<file path="src/rtl/mbx_pkg.sv">
package mbx_pkg;
    localparam int BYTES_PER_MB = 4;
    localparam int BYTE_W       = 8;

    typedef enum logic {
        SRC_DRAIN = 1'b0,
        SRC_FILL  = 1'b1
    } irq_src_e;
endpackage

</file>
<file path="src/rtl/mbx_bank.sv">
module mbx_bank
    import mbx_pkg::*;
#(
    parameter int NMB     = 4,
    parameter int EXT_IDX = 15,
    localparam int MBW    = $clog2(NMB),
    localparam int NB     = NMB * BYTES_PER_MB,
    localparam int DW     = BYTES_PER_MB * BYTE_W
) (
    input  logic              clk,
    input  logic              rst_n,
    input  logic              wr_en,
    input  logic [MBW-1:0]    wr_mb,
    input  logic [3:0]        wr_be,
    input  logic [DW-1:0]     wr_data,
    input  logic              rd_en,
    input  logic [MBW-1:0]    rd_mb,
    input  logic [3:0]        rd_be,
    input  logic              ext_mode,
    input  logic              ext_stb,
    input  logic [BYTE_W-1:0] ext_data,
    output logic [DW-1:0]     rd_data,
    output logic [NB-1:0]     full,
    output logic [NB-1:0]     fill_evt,
    output logic [NB-1:0]     drain_evt
);
    typedef struct packed {
        logic [NB-1:0][BYTE_W-1:0] mem;
        logic [NB-1:0]             full;
    } bank_t;

    bank_t st_d, st_q;

    logic [NB-1:0]             wr_hit;
    logic [NB-1:0]             rd_hit;
    logic [NB-1:0][BYTE_W-1:0] wr_byte;

    for (genvar i = 0; i < NB; i++) begin : g_byte
        localparam int MBI = i / BYTES_PER_MB;
        localparam int BI  = i % BYTES_PER_MB;
        logic bus_hit;
        assign bus_hit   = wr_en && (wr_mb == MBW'(MBI)) && wr_be[BI];
        assign rd_hit[i] = rd_en && (rd_mb == MBW'(MBI)) && rd_be[BI];
        if (i == EXT_IDX) begin : g_ext
            assign wr_hit[i]  = ext_mode ? ext_stb : bus_hit;
            assign wr_byte[i] = ext_mode ? ext_data : wr_data[BI*BYTE_W +: BYTE_W];
        end else begin : g_bus
            assign wr_hit[i]  = bus_hit;
            assign wr_byte[i] = wr_data[BI*BYTE_W +: BYTE_W];
        end
    end

    always_comb begin
        st_d      = st_q;
        fill_evt  = '0;
        drain_evt = '0;
        for (int i = 0; i < NB; i++) begin
            if (wr_hit[i]) begin
                st_d.mem[i]  = wr_byte[i];
                st_d.full[i] = 1'b1;
                fill_evt[i]  = ~st_q.full[i];
            end else if (rd_hit[i]) begin
                st_d.full[i] = 1'b0;
                drain_evt[i] = st_q.full[i];
            end
        end
    end

    always_comb begin
        for (int k = 0; k < BYTES_PER_MB; k++) begin
            rd_data[k*BYTE_W +: BYTE_W] = st_q.mem[{rd_mb, 2'(k)}];
        end
    end

    assign full = st_q.full;

    always_ff @(posedge clk) begin
        if (!rst_n) begin
            st_q <= '0;
        end else begin
            st_q <= st_d;
        end
    end
endmodule

</file>
<file path="src/rtl/mbx_irq_ch.sv">
module mbx_irq_ch
    import mbx_pkg::*;
#(
    parameter int NB     = 16,
    localparam int IDXW  = $clog2(NB),
    localparam int CFGW  = IDXW + 2
) (
    input  logic            clk,
    input  logic            rst_n,
    input  logic [CFGW-1:0] cfg,
    input  logic            clr,
    input  logic [NB-1:0]   fill_evt,
    input  logic [NB-1:0]   drain_evt,
    output logic            irq_n
);
    typedef struct packed {
        logic pend;
    } ch_t;

    ch_t st_d, st_q;

    logic [IDXW-1:0] sel_idx;
    irq_src_e        sel_src;
    logic            sel_en;
    logic            sel_evt;

    assign sel_idx = cfg[IDXW-1:0];
    assign sel_src = irq_src_e'(cfg[IDXW]);
    assign sel_en  = cfg[IDXW+1];

    always_comb begin
        st_d    = st_q;
        sel_evt = (sel_src == SRC_FILL) ? fill_evt[sel_idx] : drain_evt[sel_idx];
        st_d.pend = sel_en & ((st_q.pend & ~clr) | sel_evt);
    end

    assign irq_n = ~st_q.pend;

    always_ff @(posedge clk) begin
        if (!rst_n) begin
            st_q <= '0;
        end else begin
            st_q <= st_d;
        end
    end
endmodule

</file>
<file path="src/rtl/mbx_irq_top.sv">
module mbx_irq_top
    import mbx_pkg::*;
#(
    parameter int NMB      = 4,
    parameter int PIN_MB   = 3,
    parameter int PIN_BYTE = 3,
    localparam int MBW     = $clog2(NMB),
    localparam int NB      = NMB * BYTES_PER_MB,
    localparam int CFGW    = $clog2(NB) + 2,
    localparam int DW      = BYTES_PER_MB * BYTE_W,
    localparam int PIN_IDX = PIN_MB * BYTES_PER_MB + PIN_BYTE
) (
    input  logic              clk,
    input  logic              rst_n,
    input  logic              h_wr,
    input  logic              h_rd,
    input  logic [MBW-1:0]    h_mb,
    input  logic [3:0]        h_be,
    input  logic [DW-1:0]     h_wdata,
    output logic [DW-1:0]     h_rdata,
    input  logic              l_wr,
    input  logic              l_rd,
    input  logic [MBW-1:0]    l_mb,
    input  logic [3:0]        l_be,
    input  logic [DW-1:0]     l_wdata,
    output logic [DW-1:0]     l_rdata,
    input  logic [CFGW-1:0]   l_irq_cfg,
    input  logic              l_irq_clr,
    output logic              l_irq_n,
    input  logic [CFGW-1:0]   h_irq_cfg,
    input  logic              h_irq_clr,
    output logic              h_irq_n,
    input  logic              pin_mode,
    input  logic              pin_stb,
    input  logic [BYTE_W-1:0] pin_data,
    output logic [NB-1:0]     up_full,
    output logic [NB-1:0]     dn_full
);
    logic [NB-1:0] up_fill, up_drain, dn_fill, dn_drain;

    // local -> host bank; one byte optionally fed from pins
    mbx_bank #(.NMB(NMB), .EXT_IDX(PIN_IDX)) u_up (
        .clk(clk), .rst_n(rst_n),
        .wr_en(l_wr), .wr_mb(l_mb), .wr_be(l_be), .wr_data(l_wdata),
        .rd_en(h_rd), .rd_mb(h_mb), .rd_be(h_be),
        .ext_mode(pin_mode), .ext_stb(pin_stb), .ext_data(pin_data),
        .rd_data(h_rdata), .full(up_full),
        .fill_evt(up_fill), .drain_evt(up_drain)
    );

    // host -> local bank; no pin path (index beyond range)
    mbx_bank #(.NMB(NMB), .EXT_IDX(NB)) u_dn (
        .clk(clk), .rst_n(rst_n),
        .wr_en(h_wr), .wr_mb(h_mb), .wr_be(h_be), .wr_data(h_wdata),
        .rd_en(l_rd), .rd_mb(l_mb), .rd_be(l_be),
        .ext_mode(1'b0), .ext_stb(1'b0), .ext_data('0),
        .rd_data(l_rdata), .full(dn_full),
        .fill_evt(dn_fill), .drain_evt(dn_drain)
    );

    // local interrupt: incoming = down bank, outgoing = up bank
    mbx_irq_ch #(.NB(NB)) u_lirq (
        .clk(clk), .rst_n(rst_n), .cfg(l_irq_cfg), .clr(l_irq_clr),
        .fill_evt(dn_fill), .drain_evt(up_drain), .irq_n(l_irq_n)
    );

    // host interrupt: incoming = up bank, outgoing = down bank
    mbx_irq_ch #(.NB(NB)) u_hirq (
        .clk(clk), .rst_n(rst_n), .cfg(h_irq_cfg), .clr(h_irq_clr),
        .fill_evt(up_fill), .drain_evt(dn_drain), .irq_n(h_irq_n)
    );
endmodule

</file>
<file path="config.mk">
export PLATFORM = sky130hd
export DESIGN_NAME = mbx_irq_top
export DESIGN_NICKNAME = d
export VERILOG_FILES = /design/src/rtl/mbx_pkg.sv /design/src/rtl/mbx_bank.sv /design/src/rtl/mbx_irq_ch.sv /design/src/rtl/mbx_irq_top.sv
export SDC_FILE = /design/constraint.sdc
export NUM_CORES = 1
export LEC_CHECK = 0
export ABC_AREA = 1
export BUFFER_PORTS_ARGS = -buffer_cell sky130_fd_sc_hd__buf_2
export CORE_MARGIN = 3
export CORE_UTILIZATION = 50
export CTS_CLUSTER_SIZE = 40
export DETAILED_ROUTE_END_ITERATION = 7
export GPL_TIMING_DRIVEN = 0
export PLACE_DENSITY = 0.74
export SLEW_MARGIN = 5
export SYNTH_ARGS = -nofsm -noshare
export SYNTH_HDL_FRONTEND = slang
export SYNTH_HIERARCHICAL = 1
export SYNTH_SLANG_ARGS = --single-unit
</file>
<file path="constraint.sdc">
create_clock -name clk -period 1.8 [get_ports clk]
set_input_delay 0.09 -clock clk [delete_from_list [all_inputs] [get_ports clk]]
set_output_delay 0.09 -clock clk [all_outputs]
set_load 0.01 [all_outputs]
</file>
Yosys cells after proc, flatten, opt, wreduce, memory -nomap -nowiden
Index checks and enable logic that the tools add are counted.
Cells by class
  order comparisons: 10
  equal/unequal tests: 6
  muxes and demuxes: 188
  bitwise logic cells: 42
  reductions and logical operators: 114
Operator list (count)
  two-way mux 1 bit: 167
  binary-select mux 8 bit (select 2 bit): 8
  logical AND 1 bit: 80
  two-way mux 8 bit: 9
  nonzero test 2 bit: 32
  < comparator 4 x 5 -> 1 bit (second input constant): 10
  NOT 1 bit: 36
  binary-select mux 1 bit (select 4 bit): 4
  == test 2 bit (second input constant): 4
  AND 1 bit: 4
  == test 2 x 1 -> 1 bit (second input constant): 2
  zero test 2 bit: 2
  OR 1 bit: 2
Word-level totals
  bits in registers: 290
  input bits: 106
  output and inout port bits: 98
  logic and storage cells: 426

Longest topological paths before layout
  word-level depth: 10
  gate-level depth with buffers: 17
  gate-level depth less buffers: 16

Cells and area by module
The synthesis kept the hierarchy.
By module, submodules not included
  mbx_bank (u_dn): times used 1, cells an instance 1179, area each 7285.7 µm², sequential area each 2882.8 µm²
  mbx_bank (u_up): times used 1, cells an instance 883, area each 6233.5 µm², sequential area each 2882.8 µm²
  mbx_irq_ch: times used 2, cells an instance 104, area each 467.9 µm², sequential area each 20.0 µm²
  mbx_irq_top: times used 1, cells an instance 1, area each 3.8 µm², sequential area each 0.0 µm²

Worst setup path before layout
Ideal clock, no wire load.
  kind: in2reg
  from: in pin_mode
  to: reg u_lirq.st_q
  library setup time: 0.109 ns
  arrival: 1.335 ns
  required time: 1.691 ns
  path slack: 0.356 ns
  cell stages on the path: 17
  buffers on the path: 1
  cells stage by stage: buf_2 -> inv_2 -> nand2_1 -> o21ai_4 -> inv_1 -> nand2_1 -> nor2_1 -> inv_1 -> nand2_1 -> nand3_1 -> nand3_1 -> nand3_1 -> nand2_1 -> nand2_1 -> nand3_1 -> nand2_1 -> inv_1
Between the ends
  longest elaborated chain between the ends: 7
Ends and longest elaborated chain
  start: declaration: line mbx_irq_top.sv:33  | input logic pin_mode,
  two-way mux 1 bit: line mbx_bank.sv:45  | assign wr_hit[i] = ext_mode ? ext_stb : bus_hit;
  two-way mux 1 bit: line mbx_bank.sv:58  | if (wr_hit[i]) begin
  via up_drain[15]: line mbx_irq_top.sv:39  | logic [NB-1:0] up_fill, up_drain, dn_fill, dn_drain;
  binary-select mux 1 bit (select 4 bit): line mbx_irq_ch.sv:33  | sel_evt = (sel_src == SRC_FILL) ? fill_evt[sel_idx] : drain_evt[sel_idx];
  two-way mux 1 bit (implied by the code): line mbx_irq_ch.sv:33
  two-way mux 1 bit: line mbx_irq_ch.sv:33
  OR 1 bit: line mbx_irq_ch.sv:34  | st_d.pend = sel_en & ((st_q.pend & ~clr) | sel_evt);
  AND 1 bit: line mbx_irq_ch.sv:34
  end signal: assignment: line mbx_irq_ch.sv:43  | st_q <= st_d;
  end: declaration: line mbx_irq_ch.sv:20  | ch_t st_d, st_q;
The timed path passes the listed nets, and every way through them passes these cells. The select of a mux whose other input is x is not followed.
A chain may end at the register's enable or synchronous reset.

Worst setup path in the final report
  from: in h_mb[1]
  to: out h_rdata[23]
Between the ends
  longest elaborated chain between the ends: 2
Ends and longest elaborated chain
  start: declaration: line mbx_irq_top.sv:17  | input logic [MBW-1:0] h_mb,
  binary-select mux 8 bit (select 2 bit): line mbx_bank.sv:71  | rd_data[k*BYTE_W +: BYTE_W] = st_q.mem[{rd_mb, 2'(k)}];
  two-way mux 8 bit (implied by the code): line mbx_bank.sv:71
  end: declaration: line mbx_irq_top.sv:20  | output logic [DW-1:0] h_rdata,
No other way between the ends. The select of a mux whose other input is x is not followed.

==> metrics.csv <==
metric,value,unit
status,"finished, violations left",
failing checks,setup timing,
Pre-antenna DRT Iters,6,
Antenna Nets Post-Route,0,
num rows,61,
clock-pin slew on the worst setup and hold paths,0.06,ns
gpl congestion,0.958,
R2R depth,12,
Die H,176,um
Slew headroom,43.6,%
Synth Warn #,6,
area occupied by multi-input gates,6890,um^2
Clock Path Buffers,3,
power per cell area,873,nW/um^2
"Slew Viols, Final",0,
Initial Util,51.3,%
cts bufs inserted,34,
"most common cell after layout, fill and taps aside",nand2_1,
Final Non-Filler Cells,2980,
Top delay family on crit path,buffers and inverters,
fin area,17800,um^2
synthesized area per cell,6.37,um^2
Critical Path Start,h_mb[1],
Max H-tree Level,2,
via count,15400,
Static Leak,8.47,nW
total grt overflow,0,
Fin. Hold Viols,0,
CTS sink cnt,290,
Max stage delay on crit path,0.61,ns
post-DP HPWL,34.4,mm
r2r startpoint,u_dn/full[6]$_SDFFE_PN0P_,
Critical Path RT,1.71,ns
startpoint types,primary input,
vias per cell,5.17,
crit path max-delay cell type,clkbuf_1,
kind of end point of the critical path,output port,
Syn Nets,2376,
Area after DPL,15900,um^2
Place WS,-0.336,ns
layout cell share with drive strength beyond 1,14.7,%
DRT Wirelength,48.8,mm
most frequent cells in the layout,"nand2_1 (825), nor2_1 (331), dfxtp_1 (290), inv_1 (241), buf_2 (233)",
measured slew at the worst slew-check pin,0.847,ns
CTS tree,built,
worst setup path end,h_rdata[23],
drt initial violations,1772,
fin nets,2683,
VDD IR max,0.000667,V
initial antenna violation count,6,
R2R Path End,u_hirq/st_q$_SDFF_PN0_,
busiest layer in global routing,met2,
Synth Instances,2270,
Area Growth Syn to Fin,23.3,%
Period minus WS final,1.83,ns
vias in the first global route,14500,
hold depth,6,
number of fill cells,2573,
RSZ-0062 raised after global routing,true,
Skew-Pair Late Insertion Delay,0.50,ns
largest net degree at the start of global routing,13,
DRC,0,
worst path cell trace,buf_2 -> nand2_1 -> inv_1 -> clkbuf_1 -> nand2_1 -> nand3_1 -> buf_2,
Final WS setup,-0.0274,ns
clk root buf,clkbuf_16,
PnR Total Power,15.6,mW
chip width,176,um
maxcap violations,0,
clock skew,0.00551,ns
worst-path fanout max,10,
final worst path period share,102,%
DIE AREA,31000,um^2
Avg WL per Cell,16.4,um
IO buf count,196,
Post-CTS Setup Repair Bufs,0,
total track usage,30.7,%
Final setup violation count,1,
met1 GRT Util,38.2,%
Hold WS,0.0117,ns
Post-Syn Area,14500,um^2
"Worst Path Class, Setup",primary input to output port,
IO Count,204,
r2r setup slk,0.28,ns
CP arrival,1.74,ns
Buf/Inv on CP,4,
Reg area,5810,um^2
global-route met2 utilization,53.1,%
first-pass GRT wire length,76.0,mm
hold crit path type,primary input to flop,
f_max,547,MHz
Floorplan Core Area,28200,um^2
Worst path depth,7,
met3 GRT Util,4.52,%
DP Cell Count,2844,
metal layers:
metal,routed length (um),vias to the layer above
li1,-,7591
met4,1980,8
met2,23200,662
met1,19600,7006
met3,3930,130
met5,61,-
how the worst min path moves through the flow:
stage | from | endpoint | slack (ns)
floorplan | l_wdata[0] | u_up/st_q[112]$_SDFFE_PN0N_ | 0.22
global placement | h_wdata[2] | u_dn/st_q[18]$_SDFFE_PN0N_ | 0.35
detailed placement | h_wdata[2] | u_dn/st_q[18]$_SDFFE_PN0N_ | 0.35
CTS | pin_data[0] | u_up/st_q[136]$_SDFFE_PN0P_ | 0.001
global route | h_be[0] | u_up/full[4]$_SDFFE_PN0P_ | 0.04
finish | pin_data[1] | u_up/st_q[137]$_SDFFE_PN0P_ | 0.01
per-stage QoR:
step                      setup TNS [ns]  util, %
final                            -0.0274     63.3
after global routing              -0.915     63.3
after CTS                              0     63.2
after detailed placement           -1.70     56.5
after global placement             -1.31     56.5
after floorplan                        0        -
sequential cells by signal, summed over array words and instances (netlist names):
name         count
u_dn/full       16
u_dn/st_q      128
u_hirq/st_q      1
u_lirq/st_q      1
u_up/full       16
u_up/st_q      128
cell type report:
class | instances | share of cell area (%)
Timing Repair Buffer | 271 | 9.71
Inverter | 258 | 5.49
Sequential cell | 290 | 32.6
Clock inverter | 6 | 0.449
Buffer | 140 | 4.48
Multi-Input combinational cell | 1582 | 38.6
Clock buffer | 53 | 5.98
Tap cell | 378 | 2.65
Antenna cell | 2 | 0.0281
repair_timing:
item,4_1_cts,5_1_grt
setup endpoints to repair,8,47
cloned,0,0
hold endpoints to repair,270,0
resized for setup,1,12
hold buffers,75,0
report_power, final:
part / internal, mW / switching (mW) / leakage, nW
logic: 0.641 / 1.17 / 5.55
registers: 6.63 / 0.114 / 2.36
clock network: 4.34 / 2.67 / 0.567
worst register-to-register path: cells and delay by family (launching register included):
| family | cells | cell delay (ns) |
|---|---|---|
| and+or+nand+nor | 9 | 0.87 |
| buffers and inverters | 3 | 0.20 |
| DFF | 1 | 0.39 |
Note: power is estimated with default switching activity, not from simulation.
